### config.mk
export PLATFORM = sky130hd
export DESIGN_NAME = shadow_decoder
export DESIGN_NICKNAME = d
export VERILOG_FILES = /design/src/rtl/shadow_pkg.sv /design/src/rtl/shadow_region_ctrl.sv /design/src/rtl/shadow_route_dp.sv /design/src/rtl/shadow_decoder.sv
export SDC_FILE = /design/constraint.sdc
export NUM_CORES = 1
export LEC_CHECK = 0
export BUFFER_PORTS_ARGS = -buffer_cell sky130_fd_sc_hd__buf_2
export CORE_AREA = 2 2 39 41
export DETAILED_ROUTE_END_ITERATION = 7
export DIE_AREA = 0 0 41 43
export GPL_TIMING_DRIVEN = 0
export SYNTH_ARGS = -nofsm -noshare
export SYNTH_HDL_FRONTEND = slang
export SYNTH_SLANG_ARGS = --single-unit
export TNS_END_PERCENT = 30
### constraint.sdc
create_clock -name vclk -period 0.8
set_clock_uncertainty 0.2 [all_clocks]
set_input_delay 0.04 -clock vclk [all_inputs]
set_output_delay 0.04 -clock vclk [all_outputs]
set_load 0.02 [all_outputs]
### src/rtl/shadow_pkg.sv
package shadow_pkg;
  localparam int ADDR_W   = 20;
  localparam int NSEG     = 8;
  localparam int SEG_SIZE = 32'h8000;
  localparam int SEG_BASE = 32'hC0000;
  localparam int VGA_BASE = 32'hA0000;
  localparam int VGA_SIZE = 32'h20000;
  localparam int BIOS_FIRST = NSEG / 2;

  typedef struct packed {
    logic            lowHit;
    logic            vgaHit;
    logic [NSEG-1:0] segHit;
  } regionHit_t;
endpackage

### src/rtl/shadow_region_ctrl.sv
module shadow_region_ctrl
  import shadow_pkg::*;
(
  input  logic [ADDR_W-1:0] addr,
  output regionHit_t        hit
);
  localparam logic [ADDR_W-1:0] VGA_LO = ADDR_W'(VGA_BASE);
  localparam logic [ADDR_W-1:0] VGA_HI = ADDR_W'(VGA_BASE + VGA_SIZE - 1);

  always_comb begin
    hit.lowHit = (addr < VGA_LO);
    hit.vgaHit = (addr >= VGA_LO) && (addr <= VGA_HI);
  end

  for (genvar i = 0; i < NSEG; i++) begin : gSeg
    localparam logic [ADDR_W-1:0] LO = ADDR_W'(SEG_BASE + i * SEG_SIZE);
    localparam logic [ADDR_W-1:0] HI = ADDR_W'(SEG_BASE + (i + 1) * SEG_SIZE - 1);
    assign hit.segHit[i] = (addr >= LO) && (addr <= HI);
  end

  always_comb begin
    // at most one region claims an address
    a_r4_one_region: assert ($onehot0({hit.lowHit, hit.vgaHit, hit.segHit}))
      else $error("R4: overlapping regions");
  end
endmodule

### src/rtl/shadow_route_dp.sv
module shadow_route_dp
  import shadow_pkg::*;
(
  input  regionHit_t      hit,
  input  logic            isWrite,
  input  logic [NSEG-1:0] segEnable,
  input  logic [1:0]      shadowCtrl,
  input  logic            vgaMapEn,
  output logic            readInternal,
  output logic            writeInternal,
  output logic            biosShadowRd,
  output logic            biosShadowWr
);
  logic readFromDram;
  logic writeProtect;
  logic [NSEG-1:0] segRd;
  logic [NSEG-1:0] segWr;
  logic rdRoute;
  logic wrRoute;
  logic biosAny;

  assign readFromDram = shadowCtrl[1];
  assign writeProtect = shadowCtrl[0];

  for (genvar i = 0; i < NSEG; i++) begin : gRoute
    assign segRd[i] = hit.segHit[i] & segEnable[i] & readFromDram;
    assign segWr[i] = hit.segHit[i] & segEnable[i] & ~writeProtect;
  end

  assign rdRoute = hit.lowHit | (hit.vgaHit & vgaMapEn) | (|segRd);
  assign wrRoute = hit.lowHit | (hit.vgaHit & vgaMapEn) | (|segWr);

  assign readInternal  = rdRoute & ~isWrite;
  assign writeInternal = wrRoute & isWrite;

  assign biosAny      = |segEnable[NSEG-1:BIOS_FIRST];
  assign biosShadowRd = biosAny & readFromDram;
  assign biosShadowWr = biosAny & ~writeProtect;

  always_comb begin
    a_r1_low_internal: assert (!hit.lowHit || readInternal || writeInternal)
      else $error("R1: low memory not internal");
    a_r3_vga_off_external: assert (!(hit.vgaHit && !vgaMapEn) || !(readInternal || writeInternal))
      else $error("R3: vga window routed internal");
    a_r7_disabled_external: assert (!((|hit.segHit) && !(|(hit.segHit & segEnable)))
                                    || !(readInternal || writeInternal))
      else $error("R7: disabled segment routed internal");
    a_r10_direction: assert (!(readInternal && writeInternal))
      else $error("R10: both strobes high");
  end
endmodule

### src/rtl/shadow_decoder.sv
module shadow_decoder
  import shadow_pkg::*;
(
  input  logic [19:0] addr,
  input  logic        isWrite,
  input  logic [7:0]  segEnable,
  input  logic [1:0]  shadowCtrl,
  input  logic        vgaMapEn,
  output logic        readInternal,
  output logic        writeInternal,
  output logic        biosShadowRd,
  output logic        biosShadowWr
);
  regionHit_t hit;

  shadow_region_ctrl u_ctrl (
    .addr (addr),
    .hit  (hit)
  );

  shadow_route_dp u_dp (
    .hit           (hit),
    .isWrite       (isWrite),
    .segEnable     (segEnable),
    .shadowCtrl    (shadowCtrl),
    .vgaMapEn      (vgaMapEn),
    .readInternal  (readInternal),
    .writeInternal (writeInternal),
    .biosShadowRd  (biosShadowRd),
    .biosShadowWr  (biosShadowWr)
  );
endmodule

# Yosys cells after proc, flatten, opt, wreduce, memory -nomap -nowiden
# Index checks and enable logic that the tools add are counted.
# classes
order_cmp	19
bitwise_logic	34
reduce_logical	12
# op_table
op	n
$ge 20x20->1 const B	9
$le 20x20->1 const B	9
$and 1x1->1	29
$lt 20x20->1 const B	1
$reduce_or 8->1	2
$logic_and 1x1->1	9
$reduce_or 4->1	1
$or 1x1->1	3
$not 1->1	2
# totals
register_bits	0
input_bits	32
elab_cells	65

# Logic depth before layout (Yosys ltp)
# Gate-level depths: netlist (run 1).
# depth
ltp_word	7
ltp_mapped	4
depth_no_buf	4

# By module
# A second synthesis (run 1) with hierarchy kept.
# hier_totals
cells_unflattened	30
area_unflattened_um2	168.9
# modules_own_cells
module	instances	cells_per_inst	area_per_inst_um2	seq_area_each_um2
shadow_route_dp	1	14	86.3	0.0
shadow_region_ctrl	1	16	82.6	0.0

# Least setup slack after synthesis (run 1)
# No wires, ideal clock.
# synth_timing
path_kind	in2out
from	input port addr[17]
to	output port readInternal
arrival_ps	801
path_slack_ps	-241
stages	4
cell_sequence	mux2i_1 o32ai_1 a211oi_1 o22ai_1
# synth_via
elab_chain_cells	7
word_cells_on_any_way	49
# synth_lines
element	line	rtl
start: declaration	shadow_decoder.sv:4	input logic [19:0] addr,
$ge 20x20->1 or $le 20x20->1 (tied branches)	shadow_region_ctrl.sv:18	assign hit.segHit[i] = (addr >= LO) && (addr <= HI);
$logic_and 1x1->1	shadow_region_ctrl.sv:18	
$and 1x1->1 (2 in a row)	shadow_route_dp.sv:26	assign segRd[i] = hit.segHit[i] & segEnable[i] & readFromDram;
$reduce_or 8->1	shadow_route_dp.sv:30	assign rdRoute = hit.lowHit | (hit.vgaHit & vgaMapEn) | (|segRd);
$or 1x1->1 (*)	shadow_route_dp.sv:30	
$and 1x1->1 (*)	shadow_route_dp.sv:33	assign readInternal = rdRoute & ~isWrite;
end: declaration	shadow_decoder.sv:9	output logic readInternal,
# Every way passes the cells marked *; elsewhere a longest branch is shown, timed or not.

# Final worst setup path (run 1)
# layout_timing
from	input port addr[15]
to	output port readInternal
# The elaborated chain is that of the path after synthesis.

==> summary.md, run 1 <==
| Metric | Value |
|---|---|
| Status | `finished with violations` |
| Failing checks | `setup timing` |
| Tot Pwr | `roughly 0.19 mW` |
| Die Y-Extent | `roughly 43 um` |
| Iteration-0 DRC count of the detailed router | `2` |
| VDD IR max | `between 0.15 and 0.2 mV` |
| Routed Antenna Nets | `0` |
| Placed Cells | `slightly below 60` |
| Area grow syn2layout | `153%` |
| Global-route wire length before repair | `690 um` |
| WHS Endpoint | `biosShadowWr` |
| Vias per cell | `about 4.3` |
| Hold Crit Class | `in -> out` |
| Fin. max-slew vios | `0` |
| Critical path capture point type | `output port` |
| Avg Cell Area, Syn | `roughly 6.6 sq um` |
| Setup_tns | `-1.08 ns` |
| Unrepaired setup endpoints after global routing | `yes` |
| Mapped Cells | `21` |
| Final HPWL DP | `between 400 and 500 um` |
| Total GRT Usage | `0.0529` |
| CLK BUF | `0` |
| Wire per inst | `~9.2 um` |
| Final Hold Vio Count | `0` |
| Routability cong. | `~0.64` |
| Leak | `around 0.15 nW` |
| Share of cells above drive strength 1 | `0.659` |
| Max_cap viols | `0` |
| CP Launch Type | `input pin` |
| Power Density | `543 nW/um^2` |
| Final global-route overflow total | `0` |
| Register area | `0 sq um` |
| Slew headroom | `0.820` |
| Vias in the first global route | `193` |
| Most common cell after layout, fill and taps aside | `buf_2` |
| Slew @ Worst Pin | `0.269 ns` |
| Core box area | `1380 sq um` |
| Syn_nets | `53` |
| Finished Core Util | `0.251` |
| Critical hold path startpoint | `shadowCtrl[0]` |
| Max Fclk | `between 0.8 and 0.9 GHz` |
| Worst Hold Depth | `3` |
| Initial Util | `0.0995` |
| Fin crit period | `around 1.2 ns` |
| Post-CTS Hold Buffers | `0` |
| WP data required | `0.56 ns` |
| Nets | `between 70 and 80` |
| Die extent in x | `approximately 41 um` |
| Rows | `14` |
| Die ar. | `roughly 1800 sq um` |
| DR pass1 iterations | `4` |
| Final Worst Setup Slack | `-0.437 ns` |
| # diodes | `0` |
| Post-Synthesis Cell Area | `about 140 sq um` |
| Final setup vio count | `4` |
| IO Port Bufs | `21` |
| Crit Path Max Fanout | `5` |
| Critical path class | `in -> out` |
| Non-Filler Instances | `60` |
| DR DRC count | `0` |
| FFs & Latches | `0` |
| Final worst path period share | `1.55` |
| Detailed-route via count | `~260` |
| Total Wirelength | `about 550 um` |
| Synth unique cells | `15` |
| Largest net degree at the start of global routing | `7` |
| Initial antenna violation count | `0` |
| Crit path DAT | `1.00 ns` |
| Sequential share of the synthesized area | `0` |
| Syn. warnings | `0` |
| Top-Level Pins | `36` |
| Most frequent cells in the layout | `buf_2, nand3b_1` |
[per-layer routing]
metal	vias to the layer above	global-route usage	share of wire	wire length [um]
li1	131	-	-	-
met1	106	0.0759	0.47	260
met2	19	0.0906	0.41	227
met3	0	0	0.12	66
met4	0	0	0	0
met5	-	0	0	0
[cells in the mapped netlist, drive strengths merged (2+ instances only)]
cell,n,area share
mux2i,2,0.15
nand2,2,0.055
nand3b,3,0.16
nor2b,2,0.091
o22ai,2,0.091
[power by group]
group | internal [mW] | leakage [nW] | total, mW | switching [mW]
sequential | 0 | 0 | 0 | 0
combinational | 0.101 | 0.153 | 0.189 | 0.0879
clock | 0 | 0 | 0 | 0
[per-stage QoR]
| step | area, sq um | worst slack (ns) | hold slack (ns) |
|---|---|---|---|
| 2_1_floorplan | 155 | -0.123 | -0.0402 |
| 3_3_place_gp | 280 | -0.425 | 0.146 |
| 3_5_place_dp | 280 | -0.441 | 0.144 |
| 4_1_cts | 295 | -0.441 | 0.148 |
| 5_1_grt | 348 | -0.529 | 0.158 |
| 6_report | 348 | -0.437 | 0.147 |
[what timing repair did]
| action | 4_1_cts | 5_1_grt |
|---|---|---|
| setup endpoints to repair | 4 | 4 |
| buffers inserted | 0 | 2 |
| pin swaps | 1 | 4 |
| gates resized for setup | 2 | 13 |
[kinds of logic (layout without fill, tap and decap cells)]
logic type,Yosys count,after routing,synth area share
simple gates,11,11,0.491
compound gates,7,7,0.336
mux,2,2,0.145
buf+inv,1,24,0.0272
[how the worst max path moves through the flow]
| stage | from | end | slack, ns | cells after the start |
|---|---|---|---|---|
| after floorplan | addr[17] | readInternal | -0.12 | 4 |
| after CTS | addr[15] | writeInternal | -0.44 | 6 |
| after global placement | addr[17] | readInternal | -0.43 | 6 |
| final | addr[15] | readInternal | -0.44 | 6 |
| after global routing | addr[15] | readInternal | -0.53 | 6 |
| after detailed placement | addr[15] | writeInternal | -0.44 | 6 |
[critical path, stage by stage]
cell	delay [ns]
buf_8	0.09
mux2i_2	0.20
o32ai_2	0.10
a211oi_2	0.29
o22ai_2	0.13
buf_6	0.15
[layout make-up]
| type | instances | area, sq um |
|---|---|---|
| fillers | 157 | 1040 |
| inverters | 1 | 3.75 |
| multi-input cells | 20 | 178 |
| well taps | 16 | 20.0 |
| repair buffers | 23 | 146 |
No activity file was read; power rests on OpenSTA's default activity.
==> inputs of run 2 (changes only) <==
--- a/config.mk
+++ b/config.mk
@@ -5,6 +5,7 @@
 export SDC_FILE = /design/constraint.sdc
 export NUM_CORES = 1
 export LEC_CHECK = 0
+export ABC_AREA = 1
 export BUFFER_PORTS_ARGS = -buffer_cell sky130_fd_sc_hd__buf_2
 export CORE_AREA = 2 2 39 41
 export DETAILED_ROUTE_END_ITERATION = 7
==> summary.md, run 2 <==
| Metric | Value |
|---|---|
| Status | `finished with violations` |
| Failing checks | `setup timing` |
| Leading area contributor after synthesis | `nand4_1` |
| Cell Area, Placed | `around 470 sq um` |
| # diodes | `0` |
| IO Port Bufs | `20` |
| Routability cong. | `~0.76` |
| Slew @ Worst Pin | `0.288 ns` |
| Setup_tns | `-0.903 ns` |
| Register area | `0 sq um` |
| Core box area | `approximately 1400 sq um` |
| Post-route cell area | `547 sq um` |
| VDD IR max | `roughly 0.15 mV` |
| DR pass1 iterations | `4` |
| Final global-route overflow total | `0` |
| Post-CTS Hold Buffers | `0` |
| CLK BUF | `0` |
| Initial antenna violation count | `0` |
| Initial Util | `0.230` |
| CP Launch Type | `input pin` |
| Total GRT Usage | `0.123` |
| Leak | `between 0.2 and 0.3 nW` |
| Die extent in x | `about 41 um` |
| Fin crit period | `~1.2 ns` |
| Total Wirelength | `roughly 970 um` |
| Top post-synthesis cells by area | `nand4_1, nand2_1, inv_1` |
| Post-Synthesis Cell Area | `between 300 and 400 sq um` |
| Wire per inst | `about 9.6 um` |
| Mapped Cells | `between 60 and 70` |
| Share of the synthesized area in the top cell type | `0.276` |
| Fin. max-slew vios | `0` |
| Top-Level Pins | `36` |
| Syn_nets | `96` |
| Die Y-Extent | `between 40 and 50 um` |
| Largest net degree at the start of global routing | `10` |
| Final worst path period share | `1.46` |
| Critical hold path startpoint | `shadowCtrl[0]` |
| Syn. warnings | `0` |
| Crit path cell chain | `buf_8, nand2_8, buf_6, nor2_4, nand4_1, nand2_1, nor2_1, nand3_1, nand2_1, inv_2, buf_6` |
| Critical path capture point type | `output port` |
| Most common cell in the synthesized netlist | `nand2_1` |
| DR DRC count | `0` |
| Crit Path Max Fanout | `7` |
| Worst path max stage delay | `about 0.12 ns` |
| WHS Endpoint | `biosShadowWr` |
| Hold Crit Class | `in -> out` |
| FFs & Latches | `0` |
| Vias per cell | `~5` |
| Most frequent cells in the layout | `nand2_1, buf_2, nand4_1` |
| Iteration-0 DRC count of the detailed router | `16` |
| Crit path DAT | `around 0.93 ns` |
| Avg Cell Area, Syn | `between 4 and 5 sq um` |
| Area grow syn2layout | `72.0%` |
| Detailed-route via count | `between 400 and 500` |
| Max Fclk | `0.858 GHz` |
| Final Hold Vio Count | `0` |
| Unrepaired setup endpoints after global routing | `yes` |
| Final setup vio count | `4` |
| Final Worst Setup Slack | `-0.365 ns` |
| Vias in the first global route | `about 380` |
| Max_cap viols | `0` |
| Die ar. | `about 1800 sq um` |
| Worst Hold Depth | `3` |
| Rows | `14` |
| Global-route wire length before repair | `about 1600 um` |
| Post-synth top cells | `nand2_1, nand4_1, inv_1, nor2_1, nand3_1` |
| Slew headroom | `0.806` |
| Critical path class | `in -> out` |
| Crit path max-delay cell type | `buf_6` |
| Finished Core Util | `0.395` |
| Power Density | `about 460 nW/um^2` |
| Share of cells above drive strength 1 | `0.435` |
| WP data required | `roughly 0.56 ns` |
| Routed Antenna Nets | `0` |
| Nets | `around 120` |
| Sequential share of the synthesized area | `0` |
| Final HPWL DP | `780 um` |
| Synth unique cells | `15` |
==> run 2: cell count changes in the layout (fill, tap and decap cells not counted), sizes merged, moves of 2 or more <==
cell	delta
o22ai	-2
nor2b	-2
nor2	+11
mux2i	-2
inv	+11
nand3	+5
nand2	+14
nand3b	-3
nand4	+13
==> run 2: cell type report <==
cell class | count | area (sq um)
plain buffers | 1 | 5.00
fillers | 156 | 837
inverters | 12 | 50.0
multi-input cells | 51 | 317
well taps | 16 | 20.0
repair buffers | 21 | 155
==> run 2: per-stage QoR <==
step	instances	power, mW	hold slack (ns)	setup slack, ns
after floorplan	64	0.114	-0.0402	-0.0951
after global placement	100	0.207	0.145	-0.480
after detailed placement	100	0.209	0.153	-0.477
after CTS	101	0.254	0.153	-0.381
after global routing	101	0.277	0.163	-0.480
final	101	0.253	0.152	-0.365
==> run 2: cells by family after synthesis <==
group,after synthesis,share of synthesized area
AOI/OAI and AO/OA,2,0.0433
and+or+nand+nor,49,0.799
buffers and inverters,13,0.157
==> run 2: how the worst max path moves through the flow <==
| stage | start | end | slack [ns] |
|---|---|---|---|
| after floorplan | addr[19] | writeInternal | -0.1 |
| after global placement | addr[19] | writeInternal | -0.48 |
| after detailed placement | addr[19] | writeInternal | -0.48 |
| after CTS | addr[18] | readInternal | -0.38 |
| after global routing | addr[18] | writeInternal | -0.48 |
| final | addr[18] | writeInternal | -0.37 |
==> run 2: report_power, final <==
group	switching [mW]	total [mW]	leakage (nW)	internal, mW
Sequential	0	0	0	0
Combinational	0.145	0.253	0.294	0.108
Clock	0	0	0	0
==> run 2: critical path, delay by kind of cell <==
family        cells  cell delay [ns]
simple gates      7             0.52
buf+inv           4             0.36
==> run 2: metal layers <==
layer,track usage,part of all wire,routed length [um],vias up
met3,0.00524,0.074,72,0
met5,0,0,0,-
li1,-,-,-,263
met4,0,0,0,0
met1,0.212,0.45,437,218
met2,0.172,0.47,460,17
==> run 2: what timing repair did <==
item / CTS / global route
setup buffers: 1 / 0
endpoints found under the setup margin: 4 / 4
resized for setup: 18 / 2
pin swaps: 11 / 2
==> inputs of run 3 (changes only) <==
--- a/config.mk
+++ b/config.mk
@@ -7,10 +7,13 @@
 export LEC_CHECK = 0
 export ABC_AREA = 1
 export BUFFER_PORTS_ARGS = -buffer_cell sky130_fd_sc_hd__buf_2
-export CORE_AREA = 2 2 39 41
+export CELL_PAD_IN_SITES_DETAIL_PLACEMENT = 1
+export CELL_PAD_IN_SITES_GLOBAL_PLACEMENT = 1
+export CORE_MARGIN = 1
+export CORE_UTILIZATION = 18
 export DETAILED_ROUTE_END_ITERATION = 7
-export DIE_AREA = 0 0 41 43
 export GPL_TIMING_DRIVEN = 0
+export PLACE_DENSITY_LB_ADDON = 0.1
 export SYNTH_ARGS = -nofsm -noshare
 export SYNTH_HDL_FRONTEND = slang
 export SYNTH_SLANG_ARGS = --single-unit
==> summary.md, run 3 (synthesis gave the netlist of run 2 again) <==
| Metric | Value |
|---|---|
| DR DRC count | `0` |
| Setup Fix Bufs, Post-CTS | `0` |
| Detailed-route via count | `501` |
| FFs & Latches | `0` |
| Reported net switching power | `about 0.15 mW` |
| Leak | `0.281 nW` |
| Most frequent cells in the layout | `buf_2, nand2_1, nand4_1` |
| Vias in the first global route | `approximately 450` |
| Fin crit period | `1.19 ns` |
| Global-route wire length before repair | `1860 um` |
| CP Launch Type | `input pin` |
| Initial Util | `0.202` |
| Clock share of power | `0` |
| Finished Core Util | `0.334` |
| Slew @ Worst Pin | `0.308 ns` |
| WP data required | `0.56 ns` |
| Final setup vio count | `4` |
| Top-Level Pins | `36` |
| Cell Area, Placed | `469 sq um` |
| Slew headroom | `0.793` |
| Switching part of the total power | `0.595` |
| Critical hold path startpoint | `shadowCtrl[0]` |
| Wire per inst | `approximately 11 um` |
| Failing checks | `setup timing` |
| Status | `finished with violations` |
| Tot Pwr | `around 0.24 mW` |
| Max Fclk | `about 0.84 GHz` |
| Crit path DAT | `between 0.9 and 1 ns` |
| Total GRT Usage | `0.120` |
| Routability cong. | `0.707` |
| Seq pwr share | `0` |
| Routed Antenna Nets | `0` |
| Final global-route overflow total | `0` |
| Final Worst Setup Slack | `-0.387 ns` |
| Crit Path Max Fanout | `7` |
| VDD IR max | `~0.14 mV` |
| Post-route cell area | `527 sq um` |
| DP Worst Slack | `-0.506 ns` |
| DR pass1 iterations | `6` |
| Vias per cell | `~5` |
| Core box area | `1580 sq um` |
| Die Y-Extent | `between 40 and 50 um` |
| Critical Path Start | `addr[18]` |
| Final worst path period share | `1.48` |
| Final Hold Vio Count | `0` |
| Largest net degree at the start of global routing | `10` |
| Rows | `14` |
| Worst Hold Depth | `3` |
| # diodes | `0` |
| Internal power | `a little under 0.1 mW` |
| Max_cap viols | `0` |
| Unrepaired setup endpoints after global routing | `yes` |
| Iteration-0 DRC count of the detailed router | `7` |
| Hold Crit Class | `in -> out` |
| Die extent in x | `around 44 um` |
| Initial antenna violation count | `0` |
| Critical path capture point type | `output port` |
| Total Wirelength | `between 1000 and 1500 um` |
| Critical path class | `in -> out` |
| Nets | `between 100 and 150` |
| Area grow syn2layout | `65.7%` |
| Most common cell after layout, fill and taps aside | `buf_2` |
| Gate power share | `1.000` |
| Die ar. | `1940 sq um` |
| Share of cells above drive strength 1 | `0.405` |
| Register area | `0 sq um` |
| IO Port Bufs | `20` |
| CLK BUF | `0` |
| Fin. max-slew vios | `0` |
| Power Density | `about 460 nW/um^2` |
[run 3: cell types whose count changed in the layout (fill, tap and decap cells not counted), sizes merged]
cell | before | now
buf | 22 | 21
clkinv | 0 | 1
inv | 12 | 11
[run 3: stage by stage]
step           setup TNS, ns  instances  hold slack [ns]
3_3_place_gp           -1.36        100            0.145
4_1_cts                -1.03        100            0.149
3_5_place_dp           -1.41        100            0.149
6_report              -0.972        100            0.146
2_1_floorplan         -0.182         64          -0.0402
5_1_grt                -1.29        100            0.177
[run 3: critical path: stages]
cell and delay, ns:
buf_8 0.09, nand2_8 0.08, nor2_4 0.11, o21ai_2 0.07, nand3_1 0.06, nand2_1 0.06
nor2_1 0.11, nand3_1 0.09, nand2_1 0.08, inv_2 0.04, buf_6 0.12
[run 3: area by class of cell]
| class | instances | area (sq um) |
|---|---|---|
| fillers | 224 | 1050 |
| multi-input cells | 51 | 314 |
| repair buffers | 20 | 138 |
| inverters | 12 | 50.0 |
| well taps | 16 | 20.0 |
| plain buffers | 1 | 5.00 |
[run 3: metal layers]
metal,global-route usage,vias to the layer above,share of wire
li1,-,261,-
met5,0,-,0
met1,0.173,228,0.52
met3,0,0,0.033
met4,0,0,0
met2,0.215,12,0.45
[run 3: power groups by stage]
stage          clock [mW]  combinational [mW]  sequential, mW
2_1_floorplan           0               0.114               0
3_3_place_gp            0               0.212               0
3_5_place_dp            0               0.214               0
4_1_cts                 0               0.246               0
5_1_grt                 0               0.269               0
6_report                0               0.244               0
[run 3: worst paths after layout]
| path | endpoint | slack (ns) |
|---|---|---|
| max | writeInternal | -0.39 |
| min | biosShadowWr | 0.15 |
[run 3: repair_timing]
action | in CTS | in global routing
endpoints found under the setup margin | 4 | 4
pin swaps | 6 | 2
hold buffers | 0 | 0
endpoints found under the hold margin | 0 | 0
gates resized for setup | 15 | 0
gates cloned | 0 | 0
